<file path="config.mk">
export PLATFORM = sky130hd
export DESIGN_NAME = adc_scan_seq
export DESIGN_NICKNAME = d
export VERILOG_FILES = /design/src/rtl/adc_scan_pkg.sv /design/src/rtl/adc_conv_clkdiv.sv /design/src/rtl/adc_trig_detect.sv /design/src/rtl/adc_ctl_reg.sv /design/src/rtl/adc_scan_fsm.sv /design/src/rtl/adc_result_bank.sv /design/src/rtl/adc_scan_seq.sv
export SDC_FILE = /design/constraint.sdc
export NUM_CORES = 1
export LEC_CHECK = 0
export ABC_AREA = 0
export BUFFER_PORTS_ARGS = -buffer_cell sky130_fd_sc_hd__buf_4
export CORE_MARGIN = 2
export CORE_UTILIZATION = 29
export DETAILED_ROUTE_END_ITERATION = 6
export PLACE_DENSITY = 0.45
export SLEW_MARGIN = 20
export SYNTH_ARGS = -nofsm -noshare
export SYNTH_HDL_FRONTEND = slang
export SYNTH_HIERARCHICAL = 1
export SYNTH_SLANG_ARGS = --single-unit
export TNS_END_PERCENT = 100
</file>
<file path="constraint.sdc">
create_clock -name clk -period 3 [get_ports clk]
set_input_delay 0.3 -clock clk [delete_from_list [all_inputs] [get_ports clk]]
set_output_delay 0.3 -clock clk [all_outputs]
set_load 0.03 [all_outputs]
</file>
<file path="src/rtl/adc_scan_pkg.sv">
package adc_scan_pkg;

  typedef enum logic [1:0] {
    SEQ_IDLE   = 2'd0,
    SEQ_LAUNCH = 2'd1,
    SEQ_WAIT   = 2'd2
  } seq_state_e;

  localparam int unsigned CTL_TRIG_EN = 7;
  localparam int unsigned CTL_CLK_HI  = 6;
  localparam int unsigned CTL_CLK_LO  = 5;
  localparam int unsigned CTL_START   = 4;
  localparam int unsigned CTL_CONT    = 3;
  localparam int unsigned CTL_DONE    = 2;

endpackage

</file>
<file path="src/rtl/adc_conv_clkdiv.sv">
module adc_conv_clkdiv #(
  parameter int DIV_LOG2 = 5
) (
  input  logic       clk,
  input  logic       rst_n,
  input  logic       run,
  input  logic [1:0] clk_sel,
  output logic       tick
);

  logic [DIV_LOG2-1:0] cnt_q, cnt_d, lim;

  // divide by 2^DIV_LOG2 >> clk_sel
  assign lim  = {DIV_LOG2{1'b1}} >> clk_sel;
  assign tick = run && (cnt_q >= lim);

  always_comb begin
    if (!run)            cnt_d = '0;
    else if (cnt_q >= lim) cnt_d = '0;
    else                 cnt_d = cnt_q + 1'b1;
  end

  always_ff @(posedge clk or negedge rst_n) begin
    if (!rst_n) cnt_q <= '0;
    else        cnt_q <= cnt_d;
  end

  // the smallest divider is 4, so ticks never sit back to back
  assert_tick_gap_R3: assert property (@(posedge clk) disable iff (!rst_n)
    tick |=> !tick);

endmodule

</file>
<file path="src/rtl/adc_trig_detect.sv">
module adc_trig_detect (
  input  logic clk,
  input  logic rst_n,
  input  logic ext_trig_n,
  input  logic tmr_trig,
  input  logic trig_en,
  output logic trig_req
);

  logic [2:0] sync_q, sync_d;
  logic       fall;

  assign sync_d   = {sync_q[1:0], ext_trig_n};
  assign fall     = sync_q[2] & ~sync_q[1];
  assign trig_req = trig_en & (fall | tmr_trig);

  always_ff @(posedge clk or negedge rst_n) begin
    if (!rst_n) sync_q <= 3'b111;
    else        sync_q <= sync_d;
  end

  // one falling edge yields a single-cycle detect
  assert_edge_single_R9: assert property (@(posedge clk) disable iff (!rst_n)
    fall |=> !fall);

endmodule

</file>
<file path="src/rtl/adc_ctl_reg.sv">
module adc_ctl_reg
  import adc_scan_pkg::*;
(
  input  logic       clk,
  input  logic       rst_n,
  input  logic       we,
  input  logic [7:2] wdata,
  input  logic       trig_req,
  input  logic       hw_clr_start,
  input  logic       hw_set_done,
  output logic       trig_en,
  output logic [1:0] clk_sel,
  output logic       start,
  output logic       cont,
  output logic [7:0] rdata
);

  logic       trig_en_q, trig_en_d;
  logic [1:0] clk_sel_q, clk_sel_d;
  logic       start_q, start_d;
  logic       cont_q, cont_d;
  logic       done_q, done_d;

  always_comb begin
    trig_en_d = trig_en_q;
    clk_sel_d = clk_sel_q;
    cont_d    = cont_q;
    start_d   = start_q;
    done_d    = done_q;
    if (we) begin
      trig_en_d = wdata[CTL_TRIG_EN];
      clk_sel_d = wdata[CTL_CLK_HI:CTL_CLK_LO];
      cont_d    = wdata[CTL_CONT];
      start_d   = wdata[CTL_START];
    end else if (hw_clr_start) begin
      start_d = 1'b0;
    end else if (trig_req && !start_q) begin
      start_d = 1'b1;
    end
    if (hw_set_done)                   done_d = 1'b1;
    else if (we && !wdata[CTL_DONE])   done_d = 1'b0;
  end

  always_ff @(posedge clk or negedge rst_n) begin
    if (!rst_n) begin
      trig_en_q <= 1'b0;
      clk_sel_q <= 2'b00;
      start_q   <= 1'b0;
      cont_q    <= 1'b0;
      done_q    <= 1'b0;
    end else begin
      trig_en_q <= trig_en_d;
      clk_sel_q <= clk_sel_d;
      start_q   <= start_d;
      cont_q    <= cont_d;
      done_q    <= done_d;
    end
  end

  assign trig_en = trig_en_q;
  assign clk_sel = clk_sel_q;
  assign start   = start_q;
  assign cont    = cont_q;
  assign rdata   = {trig_en_q, clk_sel_q, start_q, cont_q, done_q, 2'b00};

  // with triggering off and no write, an idle block stays idle
  assert_trig_gate_R9: assert property (@(posedge clk) disable iff (!rst_n)
    (!trig_en_q && !we && !start_q) |=> !start_q);

  // the done flag only falls through a software write of 0
  assert_done_sticky_R12: assert property (@(posedge clk) disable iff (!rst_n)
    (done_q && !(we && !wdata[CTL_DONE])) |=> done_q);

  // end of a non-repeating run drops start
  assert_hw_clear_R5: assert property (@(posedge clk) disable iff (!rst_n)
    (hw_clr_start && !we) |=> !start_q);

endmodule

</file>
<file path="src/rtl/adc_scan_fsm.sv">
module adc_scan_fsm
  import adc_scan_pkg::*;
#(
  parameter int IDX_W = 2,
  parameter int GRP_W = 1,
  localparam int CH_W = IDX_W + GRP_W
) (
  input  logic             clk,
  input  logic             rst_n,
  input  logic             start,
  input  logic             scan_mode,
  input  logic             cont,
  input  logic [GRP_W-1:0] grp_sel,
  input  logic [IDX_W-1:0] ch_sel,
  input  logic             conv_done,
  output logic             conv_start,
  output logic [CH_W-1:0]  conv_ch,
  output logic             wr_en,
  output logic             pass_end,
  output logic             clr_start
);

  seq_state_e       st_q, st_d;
  logic [IDX_W-1:0] idx_q, idx_d;
  logic             last;

  assign last    = !scan_mode || (idx_q == ch_sel);
  assign conv_ch = {grp_sel, idx_q};

  always_comb begin
    st_d       = st_q;
    idx_d      = idx_q;
    conv_start = 1'b0;
    wr_en      = 1'b0;
    pass_end   = 1'b0;
    clr_start  = 1'b0;
    if (!start) begin
      st_d = SEQ_IDLE;
    end else begin
      case (st_q)
        SEQ_IDLE: begin
          idx_d = scan_mode ? '0 : ch_sel;
          st_d  = SEQ_LAUNCH;
        end
        SEQ_LAUNCH: begin
          conv_start = 1'b1;
          st_d       = SEQ_WAIT;
        end
        SEQ_WAIT: begin
          if (conv_done) begin
            wr_en = 1'b1;
            if (last) begin
              pass_end = 1'b1;
              if (scan_mode && cont) begin
                idx_d = '0;
                st_d  = SEQ_LAUNCH;
              end else begin
                clr_start = 1'b1;
                st_d      = SEQ_IDLE;
              end
            end else begin
              idx_d = idx_q + 1'b1;
              st_d  = SEQ_LAUNCH;
            end
          end
        end
        default: st_d = SEQ_IDLE;
      endcase
    end
  end

  always_ff @(posedge clk or negedge rst_n) begin
    if (!rst_n) begin
      st_q  <= SEQ_IDLE;
      idx_q <= '0;
    end else begin
      st_q  <= st_d;
      idx_q <= idx_d;
    end
  end

  // a launch lasts one cycle
  assert_launch_once_R4: assert property (@(posedge clk) disable iff (!rst_n)
    conv_start |=> !conv_start);

  // a cleared start bit returns the sequencer to idle next cycle
  assert_halt_R8: assert property (@(posedge clk) disable iff (!rst_n)
    !start |=> (st_q == SEQ_IDLE));

  // a scan leaving idle begins at the lowest index
  assert_scan_base_R6: assert property (@(posedge clk) disable iff (!rst_n)
    (conv_start && scan_mode && $past(st_q) == SEQ_IDLE) |-> (idx_q == '0));

endmodule

</file>
<file path="src/rtl/adc_result_bank.sv">
module adc_result_bank #(
  parameter int NCH   = 8,
  parameter int RES_W = 10,
  localparam int CH_W = $clog2(NCH)
) (
  input  logic             clk,
  input  logic             rst_n,
  input  logic             wr_en,
  input  logic [CH_W-1:0]  wr_ch,
  input  logic [RES_W-1:0] wr_data,
  input  logic [CH_W-1:0]  rd_ch,
  output logic [RES_W-1:0] rd_data
);

  logic [NCH-1:0][RES_W-1:0] res_q, res_d;
  logic [NCH-1:0]            hit;

  for (genvar c = 0; c < NCH; c++) begin : g_hit
    assign hit[c] = wr_en && (wr_ch == CH_W'(c));
  end

  always_comb begin
    res_d = res_q;
    for (int c = 0; c < NCH; c++) begin
      if (hit[c]) res_d[c] = wr_data;
    end
  end

  always_ff @(posedge clk or negedge rst_n) begin
    if (!rst_n) res_q <= '0;
    else        res_q <= res_d;
  end

  assign rd_data = res_q[rd_ch];

  // a write lands in the addressed register
  assert_store_R11: assert property (@(posedge clk) disable iff (!rst_n)
    wr_en |=> (res_q[$past(wr_ch)] == $past(wr_data)));

endmodule

</file>
<file path="src/rtl/adc_scan_seq.sv">
module adc_scan_seq
  import adc_scan_pkg::*;
#(
  parameter int NCH      = 8,
  parameter int GRP_CH   = 4,
  parameter int RES_W    = 10,
  parameter int DIV_LOG2 = 5,
  localparam int CH_W    = $clog2(NCH),
  localparam int IDX_W   = $clog2(GRP_CH),
  localparam int GRP_W   = CH_W - IDX_W
) (
  input  logic             clk,
  input  logic             rst_n,
  input  logic             ctl_we,
  input  logic [7:2]       ctl_wdata,
  output logic [7:0]       ctl_rdata,
  input  logic             scan_mode,
  input  logic [GRP_W-1:0] grp_sel,
  input  logic [IDX_W-1:0] ch_sel,
  input  logic             ext_trig_n,
  input  logic             tmr_trig,
  output logic             conv_clk_en,
  output logic             conv_start,
  output logic [CH_W-1:0]  conv_ch,
  input  logic             conv_done,
  input  logic [RES_W-1:0] conv_result,
  input  logic [CH_W-1:0]  rd_ch,
  output logic [RES_W-1:0] rd_data
);

  logic [1:0] rst_sync_q;
  logic       rst_i;
  logic       trig_en, start, cont, trig_req;
  logic [1:0] clk_sel;
  logic       wr_en, pass_end, clr_start;

  always_ff @(posedge clk or negedge rst_n) begin
    if (!rst_n) rst_sync_q <= 2'b00;
    else        rst_sync_q <= {rst_sync_q[0], 1'b1};
  end
  assign rst_i = rst_sync_q[1];

  adc_ctl_reg u_ctl (
    .clk          (clk),
    .rst_n        (rst_i),
    .we           (ctl_we),
    .wdata        (ctl_wdata),
    .trig_req     (trig_req),
    .hw_clr_start (clr_start),
    .hw_set_done  (pass_end),
    .trig_en      (trig_en),
    .clk_sel      (clk_sel),
    .start        (start),
    .cont         (cont),
    .rdata        (ctl_rdata)
  );

  adc_trig_detect u_trig (
    .clk        (clk),
    .rst_n      (rst_i),
    .ext_trig_n (ext_trig_n),
    .tmr_trig   (tmr_trig),
    .trig_en    (trig_en),
    .trig_req   (trig_req)
  );

  adc_conv_clkdiv #(.DIV_LOG2(DIV_LOG2)) u_div (
    .clk     (clk),
    .rst_n   (rst_i),
    .run     (start),
    .clk_sel (clk_sel),
    .tick    (conv_clk_en)
  );

  adc_scan_fsm #(.IDX_W(IDX_W), .GRP_W(GRP_W)) u_fsm (
    .clk        (clk),
    .rst_n      (rst_i),
    .start      (start),
    .scan_mode  (scan_mode),
    .cont       (cont),
    .grp_sel    (grp_sel),
    .ch_sel     (ch_sel),
    .conv_done  (conv_done),
    .conv_start (conv_start),
    .conv_ch    (conv_ch),
    .wr_en      (wr_en),
    .pass_end   (pass_end),
    .clr_start  (clr_start)
  );

  adc_result_bank #(.NCH(NCH), .RES_W(RES_W)) u_res (
    .clk     (clk),
    .rst_n   (rst_i),
    .wr_en   (wr_en),
    .wr_ch   (conv_ch),
    .wr_data (conv_result),
    .rd_ch   (rd_ch),
    .rd_data (rd_data)
  );

  // a stop write silences both converter outputs next cycle
  assert_stop_quiet_R8: assert property (@(posedge clk) disable iff (!rst_i)
    (ctl_we && !ctl_wdata[CTL_START]) |=> (!conv_clk_en && !conv_start));

  // a continuous scan keeps start set without a write
  assert_cont_hold_R7: assert property (@(posedge clk) disable iff (!rst_i)
    (ctl_rdata[CTL_START] && scan_mode && ctl_rdata[CTL_CONT] && !ctl_we)
      |=> ctl_rdata[CTL_START]);

endmodule

</file>
==> run summary, run 1 <==
status - finished, final reports clean
register area share after synthesis - 0.527
Synth area leaders - dfrtp_1, mux2_2, mux4_1
Worst Setup End Kind - output pin
detailed placer's ending HPWL - 6230 um
Clk Latency, worst-skew pair - 0.34 ns
final net count - 381
minimum clock period - 2.41 ns
Crit path largest cell delay - 0.42 ns
Via Count - 2648
# DRC - 0
Synth top area share - 0.510
Total Neg Setup Slack - 0 ns
synth unique cells - 42
initial antenna violation count - 0
post-CTS resize count - 0
Clock Root Buffer - clkbuf_16
Area Growth Syn to Fin - 18.4%
die area - 0.0174 mm2
Util after Layout - 0.353
core box area - 0.0159 mm2
max-slew violations - 0
Final Skew - 0.00627 ns
Die Span Y - 132 um
synthesized instance count - 302
relative slew slack - 0.530
TritonCTS clock tree - done
hold path startpoint - ext_trig_n
number of port buffers - 49
final RePlAce weighted congestion - 0.711
VDD IR-drop max - 285 uV
Post-Place Worst Slack - 0.785 ns
Slew @ Worst Pin - 0.705 ns
Mapped Avg Cell Area - 15.8 um2
TritonCTS Buffers - 9
Initial Util - 0.298
layout cell share with drive strength beyond 1 - 0.516
largest area contributor in the netlist - dfrtp_1
H-tree depth - 3
Highest Clock Rate - 415 MHz
first drt pass iteration count - 4
worst hold path type - in2reg
setup ws final - 0.592 ns
vias per inst - 4.65
DP Area - 0.00532 mm2
synth warn - 6
synthesized flop and latch total - 100
clock slew at reported path FFs - 0.06 ns
Routed WL per cell - 17.4 um
Final period util - 0.803
Horiz. Die Dim - 132 um
slowest CP cell - dfrtp_1
CP Cell Sequence - or2_2 -> ha_1 -> nand3_1 -> nor2_1 -> o21a_1 -> buf_4
Post-synth top flop - dfrtp_1
RR Startpoint - u_fsm/st_q[0]
antenna cells - 0
Max Buffers Root-to-Sink - 2
final instance area - 0.00563 mm2
CP Class - reg2out
CP Launch Point - u_ctl/clk_sel[1]
row count - 46
RSZ-0062 raised after global routing - no
EDFF count, synth - 0
pin count of the biggest net entering global routing - 52
ys async rst share - 1.00
Setup crit start kind - flip-flop
Worst EP arrival - 2.11 ns
PD cells - 721 mW/mm2
global-route wire length before repair - 16000 um
cell area after synthesis - 0.00476 mm2
Hold Vio Cnt, Final - 0
fill count - 1566
# IOs - 52
total track usage - 0.122
number of DRC markers in iteration 0 - 125
DRT Wirelength - 9900 um
CP Max Fanout - 6
# clock sinks - 100
Worst Path Required - 2.70 ns
Routed Antenna Nets - 0
GRT overflow - 0
max-cap viol count - 0
vias in the first global route - 2778
# setup viols final - 0
Leak Pwr - 2.78 nW
flip-flops by register name, summed over array words and instances, names as in the netlist:
register / count
u_res/res_q: 80
u_div/cnt_q: 5
u_trig/sync_q: 3
rst_sync_q: 2
u_ctl/clk_sel: 2
u_fsm/idx_q: 2
u_fsm/st_q: 2
u_ctl/cont: 1
u_ctl/done_q: 1
u_ctl/start: 1
u_ctl/trig_en: 1
per-layer routing:
metal | part of all wire | global-route usage
met4 | 0.020 | 0.0580
met2 | 0.48 | 0.192
met3 | 0.018 | 0.0211
met5 | 0 | 0
met1 | 0.48 | 0.164
cells by family after synthesis:
kind of cell,synth area share
mux,0.341
buf+inv,0.0326
xor+xnor,0.0110
flops,0.527
compound gates,0.0242
other cells,0.00158
simple gates,0.0526
fa+ha+maj,0.0105
through the flow:
| step | hold slack [ns] | total power, W | std cells |
|---|---|---|---|
| finish | 0.0684 | 0.00406 | 569 |
| floorplan | 0.00441 | 0.00262 | 303 |
| detailed placement | 0.0849 | 0.00291 | 552 |
| global placement | 0.0826 | 0.00288 | 552 |
| global route | 0.0514 | 0.00430 | 569 |
| CTS | 0.0497 | 0.00413 | 569 |
synth_stat cells, types with 4 or more instances:
master    number
dfrtp_1       97
buf_2          7
buf_4          9
mux4_1        20
nor2_1         5
nor4_1         4
mux2_4         4
nand3_1        5
nand2b_1       4
mux2_2        92
ha_1           4
xor2_1         5
timing repair:
item | in CTS | in global routing
hold endpoints to repair | 2 | 0
setup buffers | 0 | 0
hold buffers | 1 | 0
setup endpoints to repair | 0 | 0
cell type report:
class | instances | area, um2 | area share
multi-input cells | 179 | 2110 | 0.374
clock inverters | 4 | 56.3 | 0.0100
clock buffers | 12 | 246 | 0.0438
repair buffers | 56 | 435 | 0.0773
inverters | 2 | 7.51 | 0.00133
flip-flops and latches | 100 | 2510 | 0.446
well taps | 216 | 270 | 0.0480
where the power goes:
part	switching [W]	internal, W
Sequential	0.000215	0.00169
Clock	0.000521	0.000679
Combinational	0.000395	0.000567
path summary, 6_finish.rpt:
check                      cells after the start  slack [ns]               end
setup / recovery                               6        0.59       conv_clk_en
setup reg to reg                               4        0.79   u_res/res_q[44]
max in group asynchronous                      1        1.91    u_res/res_q[7]
min in group asynchronous                      2        0.28     rst_sync_q[1]
hold / removal                                 1        0.07  u_trig/sync_q[0]
hold reg to reg                                0        0.35     rst_sync_q[1]
layout by cell type, fill, tap and decap left out, types with 2 or more instances in the layout:
cell | Yosys | final
dfstp_2 | 3 | 3
nand3b_1 | 2 | 2
nand4b_1 | 3 | 3
clkbuf_1 | 2 | 2
mux2_4 | 4 | 4
nand2_1 | 3 | 3
o21a_1 | 3 | 3
inv_6 | 0 | 2
conb_1 | 2 | 3
clkbuf_16 | 0 | 9
ha_1 | 4 | 4
xor2_1 | 5 | 5
nand3_1 | 5 | 5
mux2_2 | 92 | 92
nor4_1 | 4 | 4
nor2_1 | 5 | 5
dfrtp_1 | 97 | 96
nand2b_1 | 4 | 4
inv_1 | 2 | 2
mux4_1 | 20 | 20
and4bb_2 | 3 | 3
buf_4 | 9 | 54
critical path: cells and delay by family (launching register included):
kind	cells	cell delay, ns
adders and majority gates	1	0.33
DFF	1	0.42
and+or+nand+nor	3	0.70
AOI/OAI and AO/OA	1	0.16
buffers and inverters	1	0.15
Note: power is estimated with default switching activity, not from simulation.
==> run 2, diff against run 1 <==
- clock period: 3 -> 2 ns (I/O delays scaled with it)
==> run summary, run 2 (synthesis gave the netlist of run 1 again) <==
die area - 0.0174 mm2
global-route wire length before repair - 16200 um
initial antenna violation count - 0
clock share of power - 0.280
number of DRC markers in iteration 0 - 121
minimum clock period - 1.93 ns
# clock sinks - 100
max-cap viol count - 0
total track usage - 0.123
Via Count - 2711
row count - 46
vias in the first global route - 2870
CP Class - reg2out
layout cell share with drive strength beyond 1 - 0.548
Area Growth Syn to Fin - 22.0%
TritonCTS clock tree - done
Horiz. Die Dim - 132 um
most frequent cells in the layout - dfrtp_1, mux2_2, buf_4, mux4_1, clkbuf_16
max FFs per register - 80
P_int - 0.00433 W
Largest regs - u_res/res_q x80, u_div/cnt_q x5, u_trig/sync_q x3
Clk Latency, worst-skew pair - 0.35 ns
Clock Root Buffer - clkbuf_16
Routed Antenna Nets - 0
Hold Path Stages - 3
vias per inst - 4.65
core box area - 0.0159 mm2
Worst Setup End Kind - output pin
Highest Clock Rate - 518 MHz
Final Skew - 0.00698 ns
first drt pass iteration count - 4
VDD IR-drop max - 410 uV
# DRC - 0
commonest non-fill, non-tap cell in the layout - dfrtp_1
PD cells - 1050 mW/mm2
TritonCTS Buffers - 9
Comb pwr share - 0.256
Leak Pwr - 2.85 nW
H-tree depth - 3
FF-to-FF path depth - 6
clock slew at reported path FFs - 0.07 ns
status - finished, final reports clean
# IOs - 52
hold_ws - 0.0769 ns
# setup viols final - 0
antenna cells - 0
Routed WL per cell - 17.4 um
worst hold path type - in2reg
detailed placer's ending HPWL - 6260 um
RSZ-0062 raised after global routing - yes
Worst Path Required - 1.80 ns
Psw - 0.00175 W
GRT overflow - 0
number of port buffers - 49
max-slew violations - 0
pin count of the biggest net entering global routing - 91
Hold Vio Cnt, Final - 0
final RePlAce weighted congestion - 0.701
CP Max Fanout - 3
fill count - 1552
Util after Layout - 0.364
Initial Util - 0.298
DRT Wirelength - 10100 um
Die Span Y - 132 um
final net count - 395
Final period util - 0.966
sw frac - 0.288
sequential power share - 0.465
Worst EP arrival - 1.73 ns
Max Buffers Root-to-Sink - 2
Setup crit start kind - flip-flop
Most flops, register - u_res/res_q
-- run 2: critical path, stage by stage (launching register included) --
cell	delay, ns
dfrtp_1	0.37
or2_4	0.26
ha_4	0.25
a21oi_2	0.13
nand2_2	0.07
o21a_1	0.17
buf_6	0.13
-- run 2: stage by stage --
step	setup WS, ns	setup TNS (ns)	cells	instance area [um2]	power, W
final	0.0677	0	583	5810	0.00608
after global routing	-0.0109	-0.0109	583	5810	0.00644
after CTS	0.0207	0	582	5770	0.00615
after detailed placement	0.160	0	561	5430	0.00440
after global placement	0.181	0	561	5430	0.00437
after floorplan	0.115	0	303	4760	0.00393
-- run 2: power by group through the flow --
stage | clock network (W) | registers (W) | logic [W]
floorplan | 0 | 0.00284 | 0.00109
global placement | 0 | 0.00287 | 0.00150
detailed placement | 0 | 0.00286 | 0.00154
CTS | 0.00176 | 0.00283 | 0.00156
global route | 0.00186 | 0.00290 | 0.00168
finish | 0.00170 | 0.00282 | 0.00155
-- run 2: layout make-up --
cell class              count  area, um2  area share
flip-flops and latches    100       2510       0.432
multi-input cells         179       2140       0.369
repair buffers             70        588       0.101
well taps                 216        270      0.0466
clock buffers              11        243      0.0418
clock inverters             5       42.5     0.00733
inverters                   2       7.51     0.00129
-- run 2: worst paths after layout --
kind | start | end | slack, ns
max in group asynchronous | rst_sync_q[1] | u_trig/sync_q[2] | 1.14
hold reg to reg | rst_sync_q[1] | u_fsm/idx_q[1] | 0.16
setup reg to reg | u_fsm/st_q[0] | u_res/res_q[10] | 0.21
hold / removal | ctl_wdata[4] | u_ctl/start | 0.08
setup / recovery | u_ctl/clk_sel[0] | conv_clk_en | 0.07
min in group asynchronous | rst_n | rst_sync_q[1] | 0.15
-- run 2: timing repair --
| item | CTS | global route |
|---|---|---|
| buffers inserted | 3 | 1 |
| gates resized for setup | 2 | 6 |
| endpoints found under the setup margin | 1 | 1 |
| hold buffers | 2 | 0 |
| pin swaps | 1 | 4 |
| endpoints found under the hold margin | 3 | 0 |
-- run 2: layer usage --
layer	wire length, um	GRT usage	up-vias
met5	0	0	-
met3	200	0.0231	12
met2	5000	0.201	30
met4	206	0.0580	0
li1	-	-	1250
met1	4720	0.157	1419
